## src/rtl/cfgrb_pkg.sv

```systemverilog
package cfgrb_pkg;

    localparam int unsigned WORD_W   = 32;
    localparam int unsigned N_OPEN   = 9;   // words written before the read
    localparam int unsigned N_TOTAL  = 13;  // words written per session
    localparam int unsigned IDX_W    = $clog2(N_TOTAL);

    localparam logic [WORD_W-1:0] W_DUMMY   = 32'hFFFF_FFFF;
    localparam logic [WORD_W-1:0] W_WSYNC   = 32'h0000_00BB;
    localparam logic [WORD_W-1:0] W_WDETECT = 32'h1122_0044;
    localparam logic [WORD_W-1:0] W_SYNC    = 32'hAA99_5566;
    localparam logic [WORD_W-1:0] W_NOOP    = 32'h2000_0000;
    localparam logic [WORD_W-1:0] W_DESYNC  = 32'h0000_000D;

    localparam logic [1:0] OP_READ  = 2'b01;
    localparam logic [1:0] OP_WRITE = 2'b10;
    localparam logic [4:0] ADDR_CMD = 5'h04;

    typedef enum logic [2:0] {
        ST_IDLE,
        ST_SETUP,
        ST_DRIVE,
        ST_TO_RD,
        ST_RD_PREP,
        ST_RD_ON,
        ST_TO_WR
    } seq_state_e;

    function automatic logic [WORD_W-1:0] type1_hdr(
        input logic [1:0]  op,
        input logic [4:0]  addr,
        input logic [10:0] count
    );
        return {3'b001, op, 9'd0, addr, 2'd0, count};
    endfunction

    function automatic logic [WORD_W-1:0] word_at(
        input logic [IDX_W-1:0] idx,
        input logic             sel,
        input logic [4:0]       stat_addr,
        input logic [4:0]       id_addr
    );
        logic [WORD_W-1:0] w;
        case (idx)
            4'd0, 4'd3: w = W_DUMMY;
            4'd1:       w = W_WSYNC;
            4'd2:       w = W_WDETECT;
            4'd4:       w = W_SYNC;
            4'd6:       w = type1_hdr(OP_READ, sel ? id_addr : stat_addr, 11'd1);
            4'd9:       w = type1_hdr(OP_WRITE, ADDR_CMD, 11'd1);
            4'd10:      w = W_DESYNC;
            default:    w = W_NOOP;
        endcase
        return w;
    endfunction

endpackage

```

## src/rtl/cfgrb_bitswap.sv

```systemverilog
module cfgrb_bitswap #(
    parameter int unsigned W = 32
) (
    input  logic [W-1:0] din,
    output logic [W-1:0] dout
);
    localparam int unsigned NBYTES = W / 8;

    for (genvar b = 0; b < NBYTES; b++) begin : g_byte
        for (genvar i = 0; i < 8; i++) begin : g_bit
            assign dout[b*8 + i] = din[b*8 + 7 - i];
        end
    end

    initial begin
        assert (W % 8 == 0) else $error("bus width must be a whole number of bytes");
    end
endmodule

```

## src/rtl/cfgrb_seq.sv

```systemverilog
module cfgrb_seq
    import cfgrb_pkg::*;
#(
    parameter int unsigned RD_LAT    = 2,
    parameter logic [4:0]  STAT_ADDR = 5'h07,
    parameter logic [4:0]  ID_ADDR   = 5'h0C
) (
    input  logic              clk,
    input  logic              rst_n,
    input  logic              start_i,
    input  logic              sel_i,
    input  logic [WORD_W-1:0] rword_i,
    output logic              csn_o,
    output logic              rdwrn_o,
    output logic [WORD_W-1:0] wword_o,
    output logic              busy_o,
    output logic              done_o,
    output logic [WORD_W-1:0] result_o
);
    localparam int unsigned CNT_W = (RD_LAT > 1) ? $clog2(RD_LAT) : 1;
    localparam logic [CNT_W-1:0] CNT_LAST = CNT_W'(RD_LAT - 1);
    localparam logic [IDX_W-1:0] IDX_OPEN_LAST = IDX_W'(N_OPEN - 1);
    localparam logic [IDX_W-1:0] IDX_CLOSE_FIRST = IDX_W'(N_OPEN);
    localparam logic [IDX_W-1:0] IDX_LAST = IDX_W'(N_TOTAL - 1);

    typedef struct packed {
        seq_state_e        st;
        logic [IDX_W-1:0]  idx;
        logic [CNT_W-1:0]  cnt;
        logic              sel;
        logic              csn;
        logic              rdwrn;
        logic [WORD_W-1:0] wword;
        logic              busy;
        logic              done;
        logic [WORD_W-1:0] result;
    } seq_regs_t;

    seq_regs_t cur_q, nxt_d;

    always_comb begin
        nxt_d      = cur_q;
        nxt_d.done = 1'b0;
        case (cur_q.st)
            ST_IDLE: begin
                if (start_i) begin
                    nxt_d.st    = ST_SETUP;
                    nxt_d.busy  = 1'b1;
                    nxt_d.sel   = sel_i;
                    nxt_d.idx   = '0;
                    nxt_d.csn   = 1'b1;
                    nxt_d.rdwrn = 1'b0;
                    nxt_d.wword = word_at('0, sel_i, STAT_ADDR, ID_ADDR);
                end
            end
            ST_SETUP: begin
                nxt_d.st  = ST_DRIVE;
                nxt_d.csn = 1'b0;
            end
            ST_DRIVE: begin
                nxt_d.csn = 1'b1;
                if (cur_q.idx == IDX_LAST) begin
                    nxt_d.st    = ST_IDLE;
                    nxt_d.busy  = 1'b0;
                    nxt_d.done  = 1'b1;
                    nxt_d.wword = '1;
                end else if (cur_q.idx == IDX_OPEN_LAST) begin
                    nxt_d.st    = ST_TO_RD;
                    nxt_d.wword = '1;
                end else begin
                    nxt_d.st    = ST_SETUP;
                    nxt_d.idx   = cur_q.idx + IDX_W'(1);
                    nxt_d.wword = word_at(cur_q.idx + IDX_W'(1), cur_q.sel,
                                          STAT_ADDR, ID_ADDR);
                end
            end
            ST_TO_RD: begin
                nxt_d.st    = ST_RD_PREP;
                nxt_d.rdwrn = 1'b1;
            end
            ST_RD_PREP: begin
                nxt_d.st  = ST_RD_ON;
                nxt_d.csn = 1'b0;
                nxt_d.cnt = '0;
            end
            ST_RD_ON: begin
                if (cur_q.cnt == CNT_LAST) begin
                    nxt_d.result = rword_i;
                    nxt_d.csn    = 1'b1;
                    nxt_d.st     = ST_TO_WR;
                end else begin
                    nxt_d.cnt = cur_q.cnt + CNT_W'(1);
                end
            end
            ST_TO_WR: begin
                nxt_d.st    = ST_SETUP;
                nxt_d.rdwrn = 1'b0;
                nxt_d.idx   = IDX_CLOSE_FIRST;
                nxt_d.wword = word_at(IDX_CLOSE_FIRST, cur_q.sel, STAT_ADDR, ID_ADDR);
            end
            default: begin
                nxt_d = cur_q;
                nxt_d.st = ST_IDLE;
            end
        endcase
    end

    always_ff @(posedge clk or negedge rst_n) begin
        if (!rst_n) begin
            cur_q.st     <= ST_IDLE;
            cur_q.idx    <= '0;
            cur_q.cnt    <= '0;
            cur_q.sel    <= 1'b0;
            cur_q.csn    <= 1'b1;
            cur_q.rdwrn  <= 1'b0;
            cur_q.wword  <= '1;
            cur_q.busy   <= 1'b0;
            cur_q.done   <= 1'b0;
            cur_q.result <= '0;
        end else begin
            cur_q <= nxt_d;
        end
    end

    assign csn_o    = cur_q.csn;
    assign rdwrn_o  = cur_q.rdwrn;
    assign wword_o  = cur_q.wword;
    assign busy_o   = cur_q.busy;
    assign done_o   = cur_q.done;
    assign result_o = cur_q.result;

    // direction moves only with chip select high on both sides of the edge
    assert_dir_change_csn_high_R6: assert property (@(posedge clk) disable iff (!rst_n)
        !$stable(cur_q.rdwrn) |-> (cur_q.csn && $past(cur_q.csn)));

    assert_done_single_cycle_R9: assert property (@(posedge clk) disable iff (!rst_n)
        cur_q.done |=> !cur_q.done);

    assert_idle_port_quiet_R1: assert property (@(posedge clk) disable iff (!rst_n)
        !cur_q.busy |-> (cur_q.csn && !cur_q.rdwrn));

    assert_result_hold_R11: assert property (@(posedge clk) disable iff (!rst_n)
        (cur_q.st != ST_RD_ON) |=> $stable(cur_q.result));

    assert_busy_kept_mid_session_R10: assert property (@(posedge clk) disable iff (!rst_n)
        (cur_q.busy && cur_q.st != ST_DRIVE) |=> cur_q.busy);

    assert_word_held_while_selected_R5: assert property (@(posedge clk) disable iff (!rst_n)
        (!cur_q.csn && !cur_q.rdwrn) |-> ($past(cur_q.csn) && $stable(cur_q.wword)));

endmodule

```

## src/rtl/cfgrb_top.sv

```systemverilog
module cfgrb_top
    import cfgrb_pkg::*;
#(
    parameter int unsigned RD_LAT    = 2,
    parameter logic [4:0]  STAT_ADDR = 5'h07,
    parameter logic [4:0]  ID_ADDR   = 5'h0C
) (
    input  logic        clk,
    input  logic        rst_n,
    input  logic        start_i,
    input  logic        reg_sel_i,
    output logic        busy_o,
    output logic        done_o,
    output logic [31:0] result_o,
    output logic        cfg_csn_o,
    output logic        cfg_rdwrn_o,
    output logic [31:0] cfg_wdata_o,
    input  logic [31:0] cfg_rdata_i
);
    logic [WORD_W-1:0] wword_nat;
    logic [WORD_W-1:0] rword_nat;

    cfgrb_bitswap #(.W(WORD_W)) i_swap_rd (
        .din  (cfg_rdata_i),
        .dout (rword_nat)
    );

    cfgrb_seq #(
        .RD_LAT    (RD_LAT),
        .STAT_ADDR (STAT_ADDR),
        .ID_ADDR   (ID_ADDR)
    ) i_seq (
        .clk      (clk),
        .rst_n    (rst_n),
        .start_i  (start_i),
        .sel_i    (reg_sel_i),
        .rword_i  (rword_nat),
        .csn_o    (cfg_csn_o),
        .rdwrn_o  (cfg_rdwrn_o),
        .wword_o  (wword_nat),
        .busy_o   (busy_o),
        .done_o   (done_o),
        .result_o (result_o)
    );

    cfgrb_bitswap #(.W(WORD_W)) i_swap_wr (
        .din  (wword_nat),
        .dout (cfg_wdata_o)
    );

    initial begin
        assert (RD_LAT >= 1) else $error("read latency must be at least one cycle");
    end
endmodule

```

## config.mk

```make
export PLATFORM = sky130hd
export DESIGN_NAME = cfgrb_top
export DESIGN_NICKNAME = d
export VERILOG_FILES = /design/src/rtl/cfgrb_pkg.sv /design/src/rtl/cfgrb_bitswap.sv /design/src/rtl/cfgrb_seq.sv /design/src/rtl/cfgrb_top.sv
export SDC_FILE = /design/constraint.sdc
export NUM_CORES = 1
export LEC_CHECK = 0
export CORE_ASPECT_RATIO = 0.5
export CORE_UTILIZATION = 51
export DETAILED_ROUTE_END_ITERATION = 10
export GPL_TIMING_DRIVEN = 1
export PLACE_DENSITY = 0.86
export SETUP_SLACK_MARGIN = 0.4
export SLEW_MARGIN = 20
export SYNTH_ARGS = -nofsm -noshare
export SYNTH_HDL_FRONTEND = slang
export SYNTH_SLANG_ARGS = --single-unit
```

## constraint.sdc

```tcl
create_clock -name clk -period 3.6 [get_ports clk]
set_clock_uncertainty 0.05 [all_clocks]
set_input_delay 0.9 -clock clk [delete_from_list [all_inputs] [get_ports clk]]
set_output_delay 0.9 -clock clk [all_outputs]
set_load 0.05 [all_outputs]
```

* After elaboration in Yosys (flattened, before gate mapping) *
Index checks and enable logic that the tools add are counted.
Widths: inputs -> output; s select.

word-level totals
  register bits = 77
  input port bits = 36
  output and inout bits = 68

operators by class
  $add $sub $neg = 2
  equality and inequality tests = 20
  multiplexer cells = 22
  reductions and logical operators = 19

operator list
  operator             number
  $pmux 32 s7          1
  $pmux 32 s3          1
  $mux 32              2
  $mux 35              1
  $pmux 3 s7           1
  $eq 4x4->1 const B   4
  $mux 4               3
  $pmux 4 s3           1
  $reduce_and 2->1     5
  $eq 3x3->1 const B   3
  $eq 4x2->1 const B   2
  $eq 4x3->1 const B   2
  $mux 7               1
  $eq 3x2->1 const B   2
  $mux 3               2
  $ne 2x2->1 const B   3
  $pmux 1 s2           3
  $reduce_and 3->1     2
  $reduce_bool 2->1    3
  $reduce_bool 3->1    2
  $reduce_or 6->1      1
  $add 4x1->4 const B  1
  $eq 4x1->1 const B   1
  $logic_not 4->1      1
  other kinds (11)     15

* Logic depth before layout (Yosys ltp) *
  depth in word-level cells = 7
  depth in mapped cells = 8
  mapped depth without buffers = 7

* Hierarchy *
A second synthesis with hierarchy kept.

second synthesis, totals
  cell total of the unflattened synthesis = 388
  area, all modules = 3891.2 µm²

modules (own cells, without submodules)
  module         instances  cells each  area an instance (µm²)
  cfgrb_seq      1          324         3410.8
  cfgrb_bitswap  2          32          240.2

* Worst setup path before layout *
No wires, ideal clock.

  kind = reg-to-reg
  start = reg i_seq.cur_q[70] in the netlist's numbering
  end = reg i_seq.cur_q (netlist bit i_seq.wword_o[29])
  library setup time = 0.080 ns
  data arrival time = 1.838 ns
  required time = 3.470 ns
  setup slack = 1.633 ns
  cell stages (with the launch flop) = 9
  cell sequence = dfrtp_1 -> inv_1 -> ha_1 -> and2_1 -> clkbuf_1 -> nor2_4 -> o211ai_2 -> or3_1 -> o22a_1

between the ends
  word-level cells in the longest chain between the ends = 7

ends and longest elaborated chain
  element                                               RTL line          RTL
  start: declaration                                    cfgrb_seq.sv:39   seq_regs_t cur_q, nxt_d;
  start signal: assignment                              cfgrb_seq.sv:121  cur_q <= nxt_d;
  $add 4x1->4                                           cfgrb_seq.sv:73   nxt_d.wword = word_at(cur_q.idx + IDX_W'(1), cur_q.sel,
  $eq 4x2->1 / $logic_not 4->1 (equally long branches)  cfgrb_pkg.sv:44   case (idx)
  $reduce_or 2->1                                       cfgrb_pkg.sv:44
  $pmux 32 s7                                           cfgrb_pkg.sv:44
  $mux 32                                               cfgrb_seq.sv:67   end else if (cur_q.idx == IDX_OPEN_LAST) begin
  $mux 32 (*)                                           cfgrb_seq.sv:62   if (cur_q.idx == IDX_LAST) begin
  $pmux 32 s3 (*)                                       cfgrb_seq.sv:44   case (cur_q.st)

Mark *: on every way between the ends. The rest lies on a longest branch, timed or not.
A chain may end at the register's enable or synchronous reset.

==> impl_results.md <==
- PortBufs: roughly 100
- Non-Filler Instances: approximately 460
- Hold path cells: 1
- Syn Area/Cell: between 10 and 15 sq um
- Vias in the first global route: between 2000 and 2500
- H-tree levels: 3
- Worst EP required: around 2.7 ns
- CP max-delay cell: clkdlybuf4s50_1
- Final hold vios: 0
- Hold buffer count at CTS: 0
- Sequential area share after synthesis: 0.462
- Initial core utilization: 0.540
- CP Launch Type: flop
- Routed vias/inst: ~5.4
- Filler cell count: 480
- Peak Freq: ~0.37 GHz
- Worst slew pin tran: around 0.67 ns
- First-pass GRT wire length: approximately 12000 microns
- Async set-reset flop share out of synthesis: 1.00
- Share of cells above drive strength 1: 0.207
- Initial antenna violation count: 0
- DP Cell Count: around 440
- Area grow syn2layout: 27.4%
- Final GP Congestion: 0.815
- YS warnings: 0
- Clk pin slew, worst setup/hold paths: ~0.05 ns
- CTS Buffer Depth: 2
- ANT nets after route: 0
- Fin crit period: approximately 2.7 ns
- Routed WL: between 7000 and 8000 microns
- Start point of the worst hold path: i_seq.result_o[14]
- Wire length per cell: roughly 16 microns
- Clk_lat worst skew: ~0.33 ns
- Total global routing overflow: 0
- Root buffer cell: clkbuf_16
- Final layout net count: ~400
- WP buf/inv: 1
- RSZ-0062 raised after global routing: no
- Crit path DAT: 1.76 ns
- Clock sinks: 61
- Worst path top cell family by delay: buffers and inverters
- CTS tree: yes
- Initial DRC count: 182
- DRC viols: 0
- Worst r2r dst: i_seq.wword_o[14]
- RR Startpoint: i_seq.cur_q[70]
- Die height: between 50 and 60 microns
- Ports: around 100
- Iteration count of the initial detailed-routing pass: 5
- Number of synthesized register bits: 61
- R2r setup slk: approximately 1.1 ns
- Antenna Cells: 0
- CP Max Fanout: 9
- CP endpoint kind: primary output
- Resize count post-CTS: 0
- Max-cap violations: 0
- Period utilization: 0.752
- Final Max Slew Viols: 0
- Detail Placement HPWL: about 5200 microns
- Largest net degree at the start of global routing: 51
- Setup CP Type: reg -> out
- Prevailing post-synth register cell: dfrtp_1
- CTS Buf Count: 9
- Post-Synthesis Cell Area: around 3300 sq um
- Syn nets: 363
- Post-CTS Setup Bufs: 0
- Worst hold path type: reg -> reg
- Status: finished, final reports clean
- Worst hold path endpoint: i_seq.result_o[14]
- Placeable Area: ~6200 sq um
- Slowest cell delay on critical path: a little over 0.8 ns
- CP Cell Sequence: clkdlybuf4s50_1
- R2R depth: 5
- Rel. slew slack: 0.551
- Setup TNS: 0 ns
- Die X: ~120 microns
- GRT Overall Usage: 0.228
- # rows: 20
- Count of different cell masters after synthesis: 46
- Cells after Synth: ~320
- EDFF count, synth: 0
- Final setup fails: 0
- Via Count: 2441
- Worst hold slack: between 0.4 and 0.5 ns
- Die area: 6910 sq um
==> flip-flops by register name (all words and copies together) (netlist names) <==
register,flops
i_seq.busy_o,1
i_seq.csn_o,1
i_seq.cur_q,9
i_seq.done_o,1
i_seq.rdwrn_o,1
i_seq.result_o,32
i_seq.wword_o,16
==> layer usage <==
metal	track usage	share of wire	routed length (microns)	vias up
met5	0	0	0	-
met4	0.0868	0.015	110	0
met3	0.0552	0.054	398	14
met2	0.413	0.54	3970	81
met1	0.267	0.39	2900	1203
li1	-	-	-	1143
==> synth_stat cells, types with 3 or more instances <==
library cell,instances,area share
buf_4,64,0.14
dfrtp_1,44,0.33
mux2_2,34,0.11
o21ai_0,32,0.048
dfstp_2,17,0.13
nand2_1,17,0.019
nor2_1,16,0.018
a21oi_1,15,0.022
nand3_1,10,0.015
inv_1,7,0.0078
buf_2,6,0.0090
clkbuf_1,5,0.0056
ha_1,5,0.019
nor3_1,5,0.0075
nand2b_1,3,0.0056
o22ai_1,3,0.0056
==> metrics by stage <==
step	utilization	setup slack (ns)	area, sq um
4_1_cts	0.687	0.886	4260
3_3_place_gp	0.640	1.23	3970
3_5_place_dp	0.640	1.16	3970
5_1_grt	0.687	0.863	4270
2_1_floorplan	-	1.63	3350
6_report	0.687	0.894	4270
==> placed cells by master, fill, tap and decap left out, types with 3 or more instances in the layout <==
master           count
clkdlybuf4s50_1    102
dfrtp_1             44
mux2_2              34
o21ai_0             32
nand2_1             17
dfstp_2             17
nor2_1              16
a21oi_1             15
nand3_1             10
clkbuf_16            9
inv_1                7
nor3_1               5
ha_1                 5
buf_4                4
o22ai_1              3
nand2b_1             3
==> final cells by class <==
type	instances	area, sq um	area share
Inverter	7	26.3	0.00616
Multi-Input combinational cell	177	1240	0.290
Clock buffer	10	229	0.0537
Timing Repair Buffer	106	1050	0.246
Sequential cell	61	1550	0.363
Tap cell	88	110	0.0258
Clock inverter	6	63.8	0.0150
==> cell families (layout without fill, tap and decap cells) <==
group | after synthesis | in the layout | synth area share
compound gates | 73 | 73 | 0.138
xor+xnor | 1 | 1 | 0.00262
fa+ha+maj | 5 | 5 | 0.0187
buf+inv | 84 | 129 | 0.168
flops | 61 | 61 | 0.462
mux | 35 | 35 | 0.117
simple gates | 63 | 63 | 0.0934
==> worst max path at each step <==
stage / cells past startpoint / start / slack (ns) / end
2_1_floorplan: 8 / i_seq.cur_q[70] / 1.63 / i_seq.wword_o[29]
3_3_place_gp: 6 / start_i / 1.23 / i_seq.cur_q[73]
3_5_place_dp: 6 / start_i / 1.16 / i_seq.cur_q[73]
4_1_cts: 1 / i_seq.wword_o[25] / 0.89 / cfg_wdata_o[24]
5_1_grt: 1 / i_seq.wword_o[25] / 0.86 / cfg_wdata_o[11]
6_report: 1 / i_seq.wword_o[25] / 0.89 / cfg_wdata_o[11]
Power is not shown: default switching activity piles up to over one toggle a cycle in this logic, so the estimate is an artifact.
